<file path="src/rtl/lpt_pkg.sv">
package lpt_pkg;
  localparam int BYTE_W    = 8;
  localparam int REG_SEL_W = 3;

  localparam logic [REG_SEL_W-1:0] OFS_DATA = 3'd0;
  localparam logic [REG_SEL_W-1:0] OFS_STAT = 3'd1;
  localparam logic [REG_SEL_W-1:0] OFS_CTRL = 3'd2;

  // status bit positions
  localparam int ST_NBUSY  = 7;
  localparam int ST_ACK    = 6;
  localparam int ST_PAPER  = 5;
  localparam int ST_ONLINE = 4;
  localparam int ST_NERR   = 3;
  localparam int ST_TMO    = 0;

  // control bit positions
  localparam int CT_DIR  = 5;
  localparam int CT_IEN  = 4;
  localparam int CT_SEL  = 3;
  localparam int CT_INIT = 2;
  localparam int CT_AFD  = 1;
  localparam int CT_STB  = 0;

  localparam logic [BYTE_W-1:0] STAT_IDLE  = 8'hD8;
  localparam logic [BYTE_W-1:0] STAT_RST   = STAT_IDLE | 8'h01;
  localparam logic [BYTE_W-1:0] CTRL_FORCE = 8'hC0;
  localparam logic [BYTE_W-1:0] CTRL_RST   = CTRL_FORCE | 8'h0C;
  localparam logic [BYTE_W-1:0] BYTE_ONES  = 8'hFF;

  typedef struct packed {
    logic                 wr_data;
    logic                 wr_ctrl;
    logic                 rd_stat;
    logic                 rd_any;
    logic [REG_SEL_W-1:0] sel;
  } host_evt_t;
endpackage

</file>
<file path="src/rtl/lpt_host_if.sv">
module lpt_host_if
  import lpt_pkg::*;
#(
  parameter int ADDR_W = 3
) (
  input  logic [ADDR_W-1:0] addr,
  input  logic              wr_en,
  input  logic              rd_en,
  output host_evt_t         evt
);
  logic [REG_SEL_W-1:0] sel;
  logic                 rd_ok;

  assign sel   = addr[REG_SEL_W-1:0];
  // a write in the same cycle takes precedence over a read
  assign rd_ok = rd_en & ~wr_en;

  always_comb begin
    evt         = '0;
    evt.sel     = sel;
    evt.wr_data = wr_en & (sel == OFS_DATA);
    evt.wr_ctrl = wr_en & (sel == OFS_CTRL);
    evt.rd_stat = rd_ok & (sel == OFS_STAT);
    evt.rd_any  = rd_ok;
  end
endmodule

</file>
<file path="src/rtl/lpt_ctrl_status.sv">
module lpt_ctrl_status
  import lpt_pkg::*;
(
  input  logic              clk,
  input  logic              rst_n,
  input  host_evt_t         evt,
  input  logic [BYTE_W-1:0] wdata,
  output logic [BYTE_W-1:0] ctrl_q,
  output logic [BYTE_W-1:0] stat_q,
  output logic              fire,
  output logic              irq
);
  logic [BYTE_W-1:0] ctrl_n, stat_n, wval;
  logic              pend_q, pend_n;
  logic              state_en, irq_en;

  assign wval     = wdata | CTRL_FORCE;
  assign state_en = evt.wr_ctrl | evt.rd_stat;
  assign irq_en   = evt.wr_ctrl | evt.wr_data | evt.rd_stat;

  always_comb begin
    ctrl_n = ctrl_q;
    stat_n = stat_q;
    pend_n = pend_q;
    fire   = 1'b0;
    if (evt.wr_ctrl) begin
      ctrl_n = wval;
      if (!wval[CT_INIT]) begin
        stat_n = STAT_IDLE;
      end else if (wval[CT_SEL]) begin
        if (wval[CT_STB]) begin
          stat_n[ST_NBUSY] = 1'b0;
          fire             = ~ctrl_q[CT_STB];
        end else if (ctrl_q[CT_IEN]) begin
          pend_n = 1'b1;
        end
      end
    end else if (evt.rd_stat) begin
      pend_n = 1'b0;
      if (!stat_q[ST_NBUSY] && !ctrl_q[CT_STB]) begin
        if (stat_q[ST_ACK]) begin
          stat_n[ST_ACK] = 1'b0;
        end else begin
          stat_n[ST_ACK]   = 1'b1;
          stat_n[ST_NBUSY] = 1'b1;
        end
      end
    end
  end

  always_ff @(posedge clk or negedge rst_n) begin
    if (!rst_n) begin
      ctrl_q <= CTRL_RST;
      stat_q <= STAT_RST;
      pend_q <= 1'b0;
    end else if (state_en) begin
      ctrl_q <= ctrl_n;
      stat_q <= stat_n;
      pend_q <= pend_n;
    end
  end

  always_ff @(posedge clk or negedge rst_n) begin
    if (!rst_n) begin
      irq <= 1'b0;
    end else if (irq_en) begin
      irq <= pend_n;
    end
  end
endmodule

</file>
<file path="src/rtl/lpt_data_path.sv">
module lpt_data_path
  import lpt_pkg::*;
(
  input  logic              clk,
  input  logic              rst_n,
  input  logic              wr_data,
  input  logic [BYTE_W-1:0] wdata,
  input  logic              rev_load,
  input  logic [BYTE_W-1:0] rev_data,
  input  logic              fire,
  output logic [BYTE_W-1:0] out_q,
  output logic [BYTE_W-1:0] in_q,
  output logic              send_valid,
  output logic [BYTE_W-1:0] send_byte
);
  always_ff @(posedge clk or negedge rst_n) begin
    if (!rst_n) begin
      out_q <= BYTE_ONES;
    end else if (wr_data) begin
      out_q <= wdata;
    end
  end

  always_ff @(posedge clk or negedge rst_n) begin
    if (!rst_n) begin
      in_q <= BYTE_ONES;
    end else if (rev_load) begin
      in_q <= rev_data;
    end
  end

  always_ff @(posedge clk or negedge rst_n) begin
    if (!rst_n) begin
      send_valid <= 1'b0;
    end else begin
      send_valid <= fire;
    end
  end

  always_ff @(posedge clk or negedge rst_n) begin
    if (!rst_n) begin
      send_byte <= BYTE_ONES;
    end else if (fire) begin
      send_byte <= out_q;
    end
  end
endmodule

</file>
<file path="src/rtl/lpt_rd_mux.sv">
module lpt_rd_mux
  import lpt_pkg::*;
#(
  parameter bit RDATA_REG = 1'b1
) (
  input  logic              clk,
  input  logic              rst_n,
  input  host_evt_t         evt,
  input  logic [BYTE_W-1:0] out_q,
  input  logic [BYTE_W-1:0] in_q,
  input  logic [BYTE_W-1:0] ctrl_q,
  input  logic [BYTE_W-1:0] stat_q,
  output logic [BYTE_W-1:0] rdata
);
  logic [BYTE_W-1:0] rd_val;

  always_comb begin
    case (evt.sel)
      OFS_DATA: rd_val = ctrl_q[CT_DIR] ? in_q : out_q;
      OFS_STAT: rd_val = stat_q;
      OFS_CTRL: rd_val = ctrl_q;
      default:  rd_val = BYTE_ONES;
    endcase
  end

  generate
    if (RDATA_REG) begin : g_reg
      always_ff @(posedge clk or negedge rst_n) begin
        if (!rst_n) begin
          rdata <= BYTE_ONES;
        end else if (evt.rd_any) begin
          rdata <= rd_val;
        end
      end
    end else begin : g_comb
      assign rdata = rd_val;
    end
  endgenerate
endmodule

</file>
<file path="src/rtl/lpt_regblock.sv">
module lpt_regblock
  import lpt_pkg::*;
#(
  parameter int ADDR_W    = 3,
  parameter bit RDATA_REG = 1'b1
) (
  input  logic              clk,
  input  logic              rst_n,
  input  logic [ADDR_W-1:0] addr,
  input  logic              wr_en,
  input  logic              rd_en,
  input  logic [BYTE_W-1:0] wdata,
  output logic [BYTE_W-1:0] rdata,
  input  logic [BYTE_W-1:0] rev_data,
  input  logic              rev_load,
  output logic              irq,
  output logic              send_valid,
  output logic [BYTE_W-1:0] send_byte
);
  logic              rst_meta, rst_sync_n;
  host_evt_t         evt;
  logic [BYTE_W-1:0] ctrl_q, stat_q, out_q, in_q;
  logic              fire;

  // asynchronous assertion, synchronous release
  always_ff @(posedge clk or negedge rst_n) begin
    if (!rst_n) begin
      rst_meta   <= 1'b0;
      rst_sync_n <= 1'b0;
    end else begin
      rst_meta   <= 1'b1;
      rst_sync_n <= rst_meta;
    end
  end

  lpt_host_if #(.ADDR_W(ADDR_W)) u_host (
    .addr  (addr),
    .wr_en (wr_en),
    .rd_en (rd_en),
    .evt   (evt)
  );

  lpt_ctrl_status u_cs (
    .clk    (clk),
    .rst_n  (rst_sync_n),
    .evt    (evt),
    .wdata  (wdata),
    .ctrl_q (ctrl_q),
    .stat_q (stat_q),
    .fire   (fire),
    .irq    (irq)
  );

  lpt_data_path u_dp (
    .clk        (clk),
    .rst_n      (rst_sync_n),
    .wr_data    (evt.wr_data),
    .wdata      (wdata),
    .rev_load   (rev_load),
    .rev_data   (rev_data),
    .fire       (fire),
    .out_q      (out_q),
    .in_q       (in_q),
    .send_valid (send_valid),
    .send_byte  (send_byte)
  );

  lpt_rd_mux #(.RDATA_REG(RDATA_REG)) u_rd (
    .clk    (clk),
    .rst_n  (rst_sync_n),
    .evt    (evt),
    .out_q  (out_q),
    .in_q   (in_q),
    .ctrl_q (ctrl_q),
    .stat_q (stat_q),
    .rdata  (rdata)
  );
endmodule

</file>
<file path="config.mk">
export PLATFORM = sky130hd
export DESIGN_NAME = lpt_regblock
export DESIGN_NICKNAME = d
export VERILOG_FILES = /design/src/rtl/lpt_pkg.sv /design/src/rtl/lpt_host_if.sv /design/src/rtl/lpt_ctrl_status.sv /design/src/rtl/lpt_data_path.sv /design/src/rtl/lpt_rd_mux.sv /design/src/rtl/lpt_regblock.sv
export SDC_FILE = /design/constraint.sdc
export NUM_CORES = 1
export LEC_CHECK = 0
export ABC_AREA = 0
export BUFFER_PORTS_ARGS = -buffer_cell sky130_fd_sc_hd__buf_2
export CAP_MARGIN = 20
export CELL_PAD_IN_SITES_DETAIL_PLACEMENT = 1
export CELL_PAD_IN_SITES_GLOBAL_PLACEMENT = 1
export CORE_UTILIZATION = 35
export CTS_CLUSTER_SIZE = 10
export DETAILED_ROUTE_END_ITERATION = 10
export PLACE_DENSITY_LB_ADDON = 0.15
export SLEW_MARGIN = 20
export SYNTH_ARGS = -nofsm -noshare
export SYNTH_HDL_FRONTEND = slang
export SYNTH_SLANG_ARGS = --single-unit
</file>
<file path="constraint.sdc">
create_clock -name clk -period 1.65 [get_ports clk]
set_input_delay 0.33 -clock clk [delete_from_list [all_inputs] [get_ports clk]]
set_output_delay 0.33 -clock clk [all_outputs]
set_load 0.05 [all_outputs]
</file>
======== Word-level counts from Yosys, hierarchy flattened ========
Index checks and enable logic that the tools add are counted.
storage, ports and cells
  output and inout bits ................... 18
  logic and storage cells ................. 60
  flip-flop bits (word level) ............. 46
  input port bits ......................... 24
cells by class
  muxes and demuxes ....................... 21
  reductions and logical operators ........ 10
  eq/ne operators ......................... 6
  bitwise logic cells ..................... 10
operator list
  cell                  number
  $pmux W8 S3           1
  $mux W1               15
  $mux W8               1
  $mux W7               1
  $mux W2               3
  $ne A3 B3 Y1 const B  2
  $reduce_and A6 Y1     1
  $and A1 B1 Y1         4
  $reduce_and A4 Y1     1
  $reduce_bool A2 Y1    2
  $eq A3 B1 Y1 const B  1
  $eq A3 B2 Y1 const B  1
  $logic_not A3 Y1      1
  $not A1 Y1            3
  $or A1 B1 Y1          3
  $reduce_and A3 Y1     1
  $logic_not A1 Y1      2
  $ne A2 B1 Y1 const B  1
  $ne A2 B2 Y1 const B  1
  $reduce_and A2 Y1     1
  $logic_and A1 B1 Y1   1

======== Longest topological paths before layout ========
Gate-level depths: netlist of run 1.
  depth after elaboration ................. 5
  gate-level depth with buffers ........... 5
  depth with buffers taken out ............ 3

======== Modules after synthesis ========
From an unflattened synthesis of run 1, not the netlist that was laid out.
unflattened totals
  cells, all modules ...................... 176
  area, all modules ....................... 2319.7 um2
modules (own cells, without submodules)
  module           cells each  instances  area each (um2)
  lpt_data_path    52          1          1049.8
  lpt_rd_mux       65          1          601.8
  lpt_ctrl_status  47          1          538.0
  lpt_host_if      9           1          76.3
  lpt_regblock     3           1          53.8

======== Least setup slack after synthesis of run 1 ========
No wires, ideal clock.
  kind .................................... register to register
  from .................................... register u_cs.ctrl_q[5]
  to ...................................... register u_rd.rdata[2]
  library setup time ...................... 0.089 ns
  buffers on the path ..................... 1
  data required time ...................... 1.561 ns
  cell stages (with the launch flop) ...... 5
  data arrival time ....................... 1.416 ns
  slack ................................... 0.145 ns
  cells stage by stage .................... dfrtp_1 clkbuf_1 mux2_2 a2111oi_0 nor2_1
between the ends
  word-level cells in the longest chain between the ends .. 2
RTL lines
  item                      line                   RTL
  start: declaration        lpt_ctrl_status.sv:8   output logic [BYTE_W-1:0] ctrl_q,
  start signal: assignment  lpt_ctrl_status.sv:57  ctrl_q <= ctrl_n;
  $mux W8                   lpt_rd_mux.sv:19       OFS_DATA: rd_val = ctrl_q[CT_DIR] ? in_q : out_q;
  $pmux W8 S3               lpt_rd_mux.sv:18       case (evt.sel)
  end signal: assignment    lpt_rd_mux.sv:32       rdata <= rd_val;
  end: declaration          lpt_rd_mux.sv:13       output logic [BYTE_W-1:0] rdata
Every way passes these cells.
A chain may end at the register's enable or synchronous reset.

======== Final worst setup path of run 1 ========
  from .................................... register u_cs.ctrl_q[5]
  to ...................................... register u_rd.rdata[4]
The elaborated chain is that of the path after synthesis.

==> flow_summary.json, run 1 <==
{
  "nets": 230,
  "syn_to_final_growth_pct": 22.6,
  "antenna_found_initial": 0,
  "clk_path_buf_depth": 2,
  "cp_cell_sequence": "buf_4 -> mux2_2 -> a221oi_1 -> o21ai_0",
  "grtUsageMet1": 0.205,
  "critPathMaxStageDelay_ns": 0.47,
  "synth_cell_types": 38,
  "hold_viol": 0,
  "tightest_slew_ns": 0.542,
  "fin_crit_sh": 0.902,
  "hold_class": "input port to flop",
  "use_met2": 0.274,
  "ys_seq_area_frac": 0.569,
  "p_clk_frac": 0.279,
  "synth_nets": 177,
  "grt_pass1_wl_um": 7810,
  "r2r_cells": 4,
  "regToRegSetupSlack_ns": 0.16,
  "antenna_left": 0,
  "ios": 42,
  "startpoint": "u_cs.ctrl_q[5]",
  "crit_slowest_cell": "dfrtp_1",
  "cp_max_fo": 5,
  "fin_util": 0.458,
  "relSlewSlack": 0.639,
  "multi_input_area_um2": 860,
  "netlist_area_um2": 2110,
  "swShare": 0.298,
  "yosysWarnings": 0,
  "post-dp-hpwl_um": 3400,
  "synth.top_cell.area_share": 0.462,
  "seq_power_share": 0.493,
  "timing.hold.ws_ns": 0.250,
  "post-place-ws_ns": -0.0325,
  "dr.pass1.iters": 2,
  "clkLatencyLatePin_ns": 0.30,
  "grt_usage": 0.163,
  "die-area_um2": 6330,
  "status": "finished clean",
  "gr-usage-met3": 0.0446,
  "start_kind": "flop",
  "drive_above_1_share": 0.662,
  "combPwrFrac": 0.227,
  "synth_top_family_by_area": "multiplexers",
  "postSynthCellCount": 153,
  "fill_cells": 606,
  "yosys.area_share.simple": 0.119,
  "critPathKind": "flop to flop",
  "overflow": 0,
  "cts_sinks": 46,
  "worstPathRequired_ns": 1.88,
  "drc": 0,
  "avgRoutedWirePerCell_um": 16.4,
  "peakVddDrop_mv": 0.635,
  "die_h_um": 79.6,
  "cts_tree": "yes",
  "synthTopCellsByCount": "dfstp_2, mux2_2, nor2_1",
  "rows": 27,
  "drt-total-wl_um": 4570,
  "async_flop_share": 1.00,
  "p_leak_nw": 1.11,
  "h-tree-depth": 2,
  "skew_ns": 0.00787,
  "synthXorXnorAreaFrac": 0,
  "numCtsBuffers": 5,
  "clkTransAtPathRegs_ns": 0.09,
  "fin_crit_ns": 1.49,
  "muxShareOfSynthArea": 0.216,
  "start_util": 0.373,
  "grt_pass1_vias": 1517,
  "register_area_um2": 1200,
  "synth-edff-count": 0,
  "reg2reg_to": "u_rd.rdata[4]",
  "vias": 1387,
  "fmax_mhz": 672,
  "critPathArrivalTime_ns": 1.72,
  "grt_max_degree": 45,
  "cts-root-buf": "clkbuf_8",
  "setup_viol": 0,
  "synth_adder_area_share": 0,
  "numPortBuffers": 41,
  "synth-compound-area-share": 0.0713,
  "final-max-slew-violation-count": 0,
  "viasPerCell": 4.97,
  "place.gp.congestion": 0.783,
  "cp-end-kind": "flop",
  "setup_tns_ns": 0,
  "endpoint": "u_rd.rdata[4]",
  "synth_seq_cells": 46,
  "r2r-start": "u_cs.ctrl_q[5]",
  "synth_top_area_cell": "dfstp_2",
  "rsz0062_at_grt": "false",
  "drt_iter0_drc": 35,
  "ys.flop_type": "dfstp_2",
  "timing.final.ws_setup_ns": 0.162,
  "internal_power_w": 0.00215,
  "syn_avg_cell_area_um2": 13.8,
  "core_um2": 5640,
  "busiest_layer": "met2",
  "power_density_nw_per_um2": 1190,
  "chipWidth_um": 79.6,
  "max-cap-violations": 0,
  "synth.most_common_cell": "dfstp_2",
  "yosys-top-cells-area": "dfstp_2, mux2_2, dfrtp_1, mux2_4, nor2_1",
  "antenna_cells": 0,
  "power_switching_w": 0.000913
}
## how the worst min path moves through the flow
stage / startpoint / end / slack (ns) / cells past startpoint
3_5_place_dp: rst_n / rst_meta / 0.12 / 1
2_1_floorplan: rst_n / rst_meta / 0.03 / 0
4_1_cts: rev_data[6] / u_dp.in_q[6] / 0.24 / 2
3_3_place_gp: rst_n / rst_meta / 0.11 / 1
5_1_grt: rev_data[6] / u_dp.in_q[6] / 0.23 / 2
6_report: rev_data[0] / u_dp.in_q[0] / 0.25 / 2
## cell families (layout without fill, tap and decap cells)
logic type	after synthesis	count (layout)
flops	46	46
mux	38	38
other cells	1	1
buf+inv	9	63
compound gates	22	22
simple gates	37	37
## sequential cells by signal (all words and copies together), names as in the netlist, 3 cells and up
signal / flops
u_dp.out_q: 8
u_cs.stat_q: 3
u_rd.rdata: 8
u_dp.in_q: 8
u_cs.ctrl_q: 6
u_dp.send_byte: 8
## power groups by stage
stage	clock network [W]	logic, W	registers, W
floorplan	0	0.000309	0.00171
global placement	0	0.000692	0.00152
detailed placement	0	0.000707	0.00153
CTS	0.000885	0.000711	0.00152
global route	0.000925	0.000752	0.00154
finish	0.000857	0.000697	0.00151
## worst max-delay path: cells and delay by family (launching register included)
| kind | cells | cell delay [ns] |
|---|---|---|
| DFF | 1 | 0.47 |
| muxes | 1 | 0.34 |
| buffers and inverters | 1 | 0.18 |
| AOI/OAI and AO/OA | 2 | 0.43 |
## routing by layer
metal	share of wire	up-vias	wire [µm]
met4	0.0094	0	43
met1	0.45	693	2060
met3	0.044	5	203
li1	-	658	-
met5	0	-	0
met2	0.50	31	2260
## final cells by class
| type | instances | share of cell area |
|---|---|---|
| repair buffers | 54 | 0.123 |
| clock buffers | 5 | 0.0267 |
| multi-input cells | 98 | 0.333 |
| inverters | 1 | 0.00145 |
| clock inverters | 3 | 0.0170 |
| flip-flops and latches | 46 | 0.464 |
| well taps | 72 | 0.0349 |
## repair_timing
| action | CTS | global route |
|---|---|---|
| endpoints found under the hold margin | 2 | 0 |
| gates resized for setup | 0 | 0 |
| setup buffers | 0 | 0 |
| hold buffers | 1 | 0 |
## layout by cell type, fill, tap and decap left out, drive strengths merged, types with 3 or more instances in the layout
cell type / synthesis / layout
nor2b: 6 / 6
nor2: 10 / 10
mux2i: 3 / 3
a21oi: 4 / 4
dfstp: 37 / 37
buf: 2 / 53
dfrtp: 9 / 9
o21ai: 6 / 6
nor4b: 3 / 3
clkbuf: 6 / 5
mux2: 35 / 35
nand2b: 3 / 3
## stage by stage
step                cell area, µm²  total power (W)  instances
floorplan                     2110          0.00202        153
global placement              2460          0.00222        270
detailed placement            2460          0.00224        270
CTS                           2580          0.00311        279
global route                  2580          0.00322        279
finish                        2580          0.00307        279
Note: power is estimated with default switching activity, not from simulation.
==> inputs of run 2 (changes only) <==
--- a/config.mk
+++ b/config.mk
@@ -11,6 +11,7 @@
 export CELL_PAD_IN_SITES_DETAIL_PLACEMENT = 1
 export CELL_PAD_IN_SITES_GLOBAL_PLACEMENT = 1
 export CORE_UTILIZATION = 35
+export CTS_BUF_LIST = sky130_fd_sc_hd__clkbuf_4
 export CTS_CLUSTER_SIZE = 10
 export DETAILED_ROUTE_END_ITERATION = 10
 export PLACE_DENSITY_LB_ADDON = 0.15
==> run 2 against run 1 <==
  * Setup slack lost 0.031 ns
  * First-iteration DRC count rose by 51%
  * Design area decreased by 1.2%
  * Die area unchanged
  * Register-to-register slack barely moved
  * Critical path depth shrank 3
  * Combinational power barely moved
  * Flip-flop and latch count stayed put
  * Critical endpoint is now send_byte[2]
  * Highest routed layer unchanged
==> flow_summary.json, run 2 (synthesis results as in run 1) <==
{
  "cts-root-buf": "clkbuf_4",
  "fin_crit_sh": 0.921,
  "die_h_um": 79.6,
  "antenna_found_initial": 0,
  "swShare": 0.307,
  "vias": 1382,
  "power_switching_w": 0.000895,
  "clkLatencyLatePin_ns": 0.37,
  "overflow": 0,
  "fin_crit_ns": 1.52,
  "grtUsageMet1": 0.206,
  "nets": 230,
  "gr-usage-met3": 0.0377,
  "rsz0062_at_grt": "false",
  "antenna_left": 0,
  "grt_pass1_wl_um": 7840,
  "critPathMaxStageDelay_ns": 0.56,
  "numPortBuffers": 41,
  "peakVddDrop_mv": 0.639,
  "h-tree-depth": 2,
  "drive_above_1_share": 0.662,
  "core_um2": 5640,
  "antenna_cells": 0,
  "cp_max_fo": 2,
  "fmax_mhz": 658,
  "setup_viol": 0,
  "drt-total-wl_um": 4580,
  "syn_to_final_growth_pct": 21.1,
  "cp_cell_sequence": "buf_2",
  "drc": 0,
  "start_kind": "flop",
  "die-area_um2": 6330,
  "hold_viol": 0,
  "hold_class": "input port to flop",
  "chipWidth_um": 79.6,
  "internal_power_w": 0.00202,
  "combPwrFrac": 0.239,
  "viasPerCell": 4.95,
  "power_density_nw_per_um2": 1140,
  "r2r-start": "u_cs.ctrl_q[5]",
  "worstPathRequired_ns": 1.32,
  "final-max-slew-violation-count": 0,
  "most-common-layout-cells": "buf_2, dfstp_2, mux2_2",
  "grt_pass1_vias": 1512,
  "critPathArrivalTime_ns": 1.19,
  "cts_sinks": 46,
  "seq_power_share": 0.518,
  "max-cap-violations": 0,
  "dr.pass1.iters": 2,
  "grt_max_degree": 45,
  "post-dp-hpwl_um": 3400,
  "use_met2": 0.274,
  "p_clk_frac": 0.243,
  "reg2reg_to": "u_rd.rdata[4]",
  "cp_top_family": "flip-flops",
  "cts_tree": "yes",
  "cp-end-kind": "output port",
  "finalNonFillerCells": 279,
  "rows": 27,
  "busiest_layer": "met2",
  "startpoint": "u_dp.send_byte[2]",
  "place.gp.congestion": 0.783,
  "relSlewSlack": 0.639,
  "avgRoutedWirePerCell_um": 16.4,
  "start_util": 0.373,
  "cp_num_cells": 1,
  "status": "finished clean",
  "grt_usage": 0.164,
  "tightest_slew_ns": 0.541,
  "dp_cells": 270,
  "clkTransAtPathRegs_ns": 0.15,
  "ios": 42,
  "path_buf_inv": 1,
  "r2r_cells": 4,
  "layout_commonest_cell": "buf_2",
  "setup_tns_ns": 0,
  "numCtsBuffers": 5,
  "clk_path_buf_depth": 2,
  "p_leak_nw": 1.10,
  "fin_util": 0.452,
  "crit_slowest_cell": "dfstp_2",
  "drt_iter0_drc": 53,
  "skew_ns": 0.0169,
  "critPathKind": "flop to output port",
  "regToRegSetupSlack_ns": 0.15,
  "endpoint": "send_byte[2]"
}
[run 2: cell count changes in the layout (fill, tap and decap cells not counted)]
cell and change:
clkbuf_8 -5, clkbuf_4 +5
[run 2: final cells by class]
| type | instances | area (µm²) |
|---|---|---|
| Clock buffer | 5 | 37.5 |
| Clock inverter | 3 | 43.8 |
| Fill cell | 614 | 3090 |
| Inverter | 1 | 3.75 |
| Multi-Input combinational cell | 98 | 860 |
| Sequential cell | 46 | 1200 |
| Tap cell | 72 | 90.1 |
| Timing Repair Buffer | 54 | 318 |
[run 2: per-layer routing]
metal,share of wire,vias up,routed length (µm)
met3,0.041,8,190
met1,0.45,685,2070
met2,0.49,30,2260
li1,-,659,-
met5,0,-,0
met4,0.013,0,61
[run 2: power by group through the flow]
stage                     combinational (W)  clock, W  sequential (W)
after floorplan                    0.000309         0         0.00171
after global placement             0.000692         0         0.00152
after detailed placement           0.000707         0         0.00153
after CTS                          0.000711  0.000739         0.00152
after global routing               0.000752  0.000773         0.00154
final                              0.000697  0.000708         0.00151
[run 2: what timing repair did]
| action | 4_1_cts | 5_1_grt |
|---|---|---|
| endpoints found under the hold margin | 2 | 0 |
| hold buffers | 1 | 0 |
| setup buffers | 0 | 0 |
| gates resized for setup | 0 | 0 |
[run 2: worst min-delay path by stage]
stage	start	endpoint	slack, ns	depth (start not counted)
3_5_place_dp	rst_n	rst_meta	0.12	1
6_report	rev_data[0]	u_dp.in_q[0]	0.18	2
4_1_cts	rev_data[6]	u_dp.in_q[6]	0.16	2
2_1_floorplan	rst_n	rst_meta	0.03	0
5_1_grt	rev_data[6]	u_dp.in_q[6]	0.15	2
3_3_place_gp	rst_n	rst_meta	0.11	1
[run 2: metrics by stage]
stage / worst slack, ns / power (W) / area, µm² / hold WS [ns]
2_1_floorplan: 0.145 / 0.00202 / 2110 / 0.0344
3_3_place_gp: 0.0161 / 0.00222 / 2460 / 0.115
3_5_place_dp: -0.0325 / 0.00224 / 2460 / 0.117
4_1_cts: 0.101 / 0.00296 / 2550 / 0.158
5_1_grt: 0.0269 / 0.00307 / 2550 / 0.148
6_report: 0.131 / 0.00292 / 2550 / 0.179
[run 2: worst register-to-register path: stages, from the launching register on]
cell	delay (ns)
dfrtp_1	0.48
buf_4	0.18
mux2_2	0.34
a221oi_1	0.31
o21ai_0	0.12
==> inputs of run 3 (changes only) <==
==> constraint.sdc (replaced) <==
create_clock -name clk -period 1.93 [get_ports clk]
set_input_delay 0.386 -clock clk [delete_from_list [all_inputs] [get_ports clk]]
set_output_delay 0.386 -clock clk [all_outputs]
set_load 0.05 [all_outputs]
==> run 3 against run 2 <==
  * Via count up 1.3%
  * Global-route usage is 0.17 points higher
  * Worst hold slack better by 0.064 ns
  * Critical path type is now flop to flop
  * Design area down 3.3%
  * Highest routed layer unchanged
  * Largest cell class unchanged
==> flow_summary.json, run 3 (synthesis results as in run 1) <==
{
  "clkTransAtPathRegs_ns": 0.14,
  "r2r_cells": 3,
  "min_to": "u_dp.in_q[1]",
  "setup_tns_ns": 0,
  "skew_ns": 0.0166,
  "relSlewSlack": 0.645,
  "postCtsSetupBuffers": 0,
  "syn_to_final_growth_pct": 17.1,
  "critPathMaxStageDelay_ns": 0.54,
  "avgRoutedWirePerCell_um": 16.5,
  "most-common-layout-cells": "buf_2, dfstp_2, mux2_2",
  "overflow": 0,
  "grt_max_degree": 45,
  "grt_pass1_vias": 1535,
  "numPortBuffers": 41,
  "clk_path_buf_depth": 2,
  "reg2reg_to": "u_rd.rdata[2]",
  "cp-end-kind": "flop",
  "nets": 224,
  "place.gp.congestion": 0.784,
  "path_buf_inv": 0,
  "start_kind": "flop",
  "grt_pass1_wl_um": 7800,
  "h-tree-depth": 2,
  "ios": 42,
  "crit_slowest_cell": "a2111oi_0",
  "antenna_cells": 0,
  "worstPathRequired_ns": 2.22,
  "grt_usage": 0.165,
  "antenna_left": 0,
  "hp-start": "rev_data[1]",
  "cts_tree": "yes",
  "final-max-slew-violation-count": 0,
  "max-cap-violations": 0,
  "setup_viol": 0,
  "hold_class": "input port to flop",
  "cp_max_fo": 6,
  "fin_crit_ns": 1.61,
  "hold_depth": 2,
  "cts_sinks": 46,
  "cts-root-buf": "clkbuf_4",
  "die_h_um": 79.6,
  "drc": 0,
  "viasPerCell": 5.13,
  "dr.pass1.iters": 4,
  "rows": 27,
  "chipWidth_um": 79.6,
  "peakVddDrop_mv": 0.377,
  "core_um2": 5640,
  "numCtsBuffers": 5,
  "regToRegSetupSlack_ns": 0.32,
  "drt-total-wl_um": 4490,
  "vias": 1400,
  "critPathArrivalTime_ns": 1.90,
  "fin_util": 0.437,
  "cp_top_family": "compound AO/OA/AOI/OAI gates",
  "hold_viol": 0,
  "antenna_found_initial": 0,
  "startpoint": "u_cs.ctrl_q[5]",
  "post-dp-hpwl_um": 3300,
  "drt_iter0_drc": 55,
  "fin_crit_sh": 0.834,
  "fmax_mhz": 621,
  "p_leak_nw": 1.05,
  "layout_commonest_cell": "buf_2",
  "r2r-start": "u_cs.ctrl_q[5]",
  "die-area_um2": 6330,
  "status": "finished clean",
  "critPathKind": "flop to flop",
  "cp_cell_sequence": "mux2_2 -> a2111oi_0 -> nor2_1",
  "tightest_slew_ns": 0.519,
  "clkLatencyLatePin_ns": 0.36,
  "drive_above_1_share": 0.652,
  "start_util": 0.373,
  "power_density_nw_per_um2": 946,
  "rsz0062_at_grt": "false"
}
run 3: where the power goes:
| group | switching, W | internal, W |
|---|---|---|
| Clock | 0.000305 | 0.000153 |
| Combinational | 0.000337 | 0.000243 |
| Sequential | 0.0000990 | 0.00120 |
| Total | 0.000741 | 0.00159 |
run 3: final cells by class:
cell class,count,area [µm²]
fill,620,3180
multi-input combinational,98,860
tap,72,90.1
inverter,1,3.75
timing repair buffer,48,260
sequential,46,1200
clock inverter,2,10.0
clock buffer,6,45.0
run 3: how the worst max path moves through the flow:
stage | to | slack, ns | depth (start not counted)
after global routing | u_rd.rdata[2] | 0.25 | 3
after detailed placement | u_cs.stat_q[6] | 0.14 | 4
after global placement | u_cs.stat_q[6] | 0.18 | 4
final | u_rd.rdata[2] | 0.32 | 3
after floorplan | u_cs.stat_q[6] | 0.37 | 3
after CTS | u_rd.rdata[2] | 0.31 | 3
run 3: stage by stage:
step           power (W)  instances  cell area [µm²]  hold slack [ns]  worst slack (ns)
2_1_floorplan    0.00172        153             2110           0.0904             0.371
3_3_place_gp     0.00188        264             2400            0.171             0.176
3_5_place_dp     0.00190        264             2400            0.173             0.135
4_1_cts          0.00238        273             2470            0.224             0.313
5_1_grt          0.00248        273             2470            0.213             0.250
6_report         0.00233        273             2470            0.243             0.320
run 3: metal layers:
layer,up-vias,GRT usage,wire length (µm)
met2,36,0.267,2160
met1,707,0.212,2050
met3,11,0.0411,183
met4,0,0.0636,100
met5,-,0,0
li1,646,-,-
run 3: repair_timing:
item                      CTS  global route
resized for setup           0             0
hold buffers                1             0
hold endpoints to repair    2             0
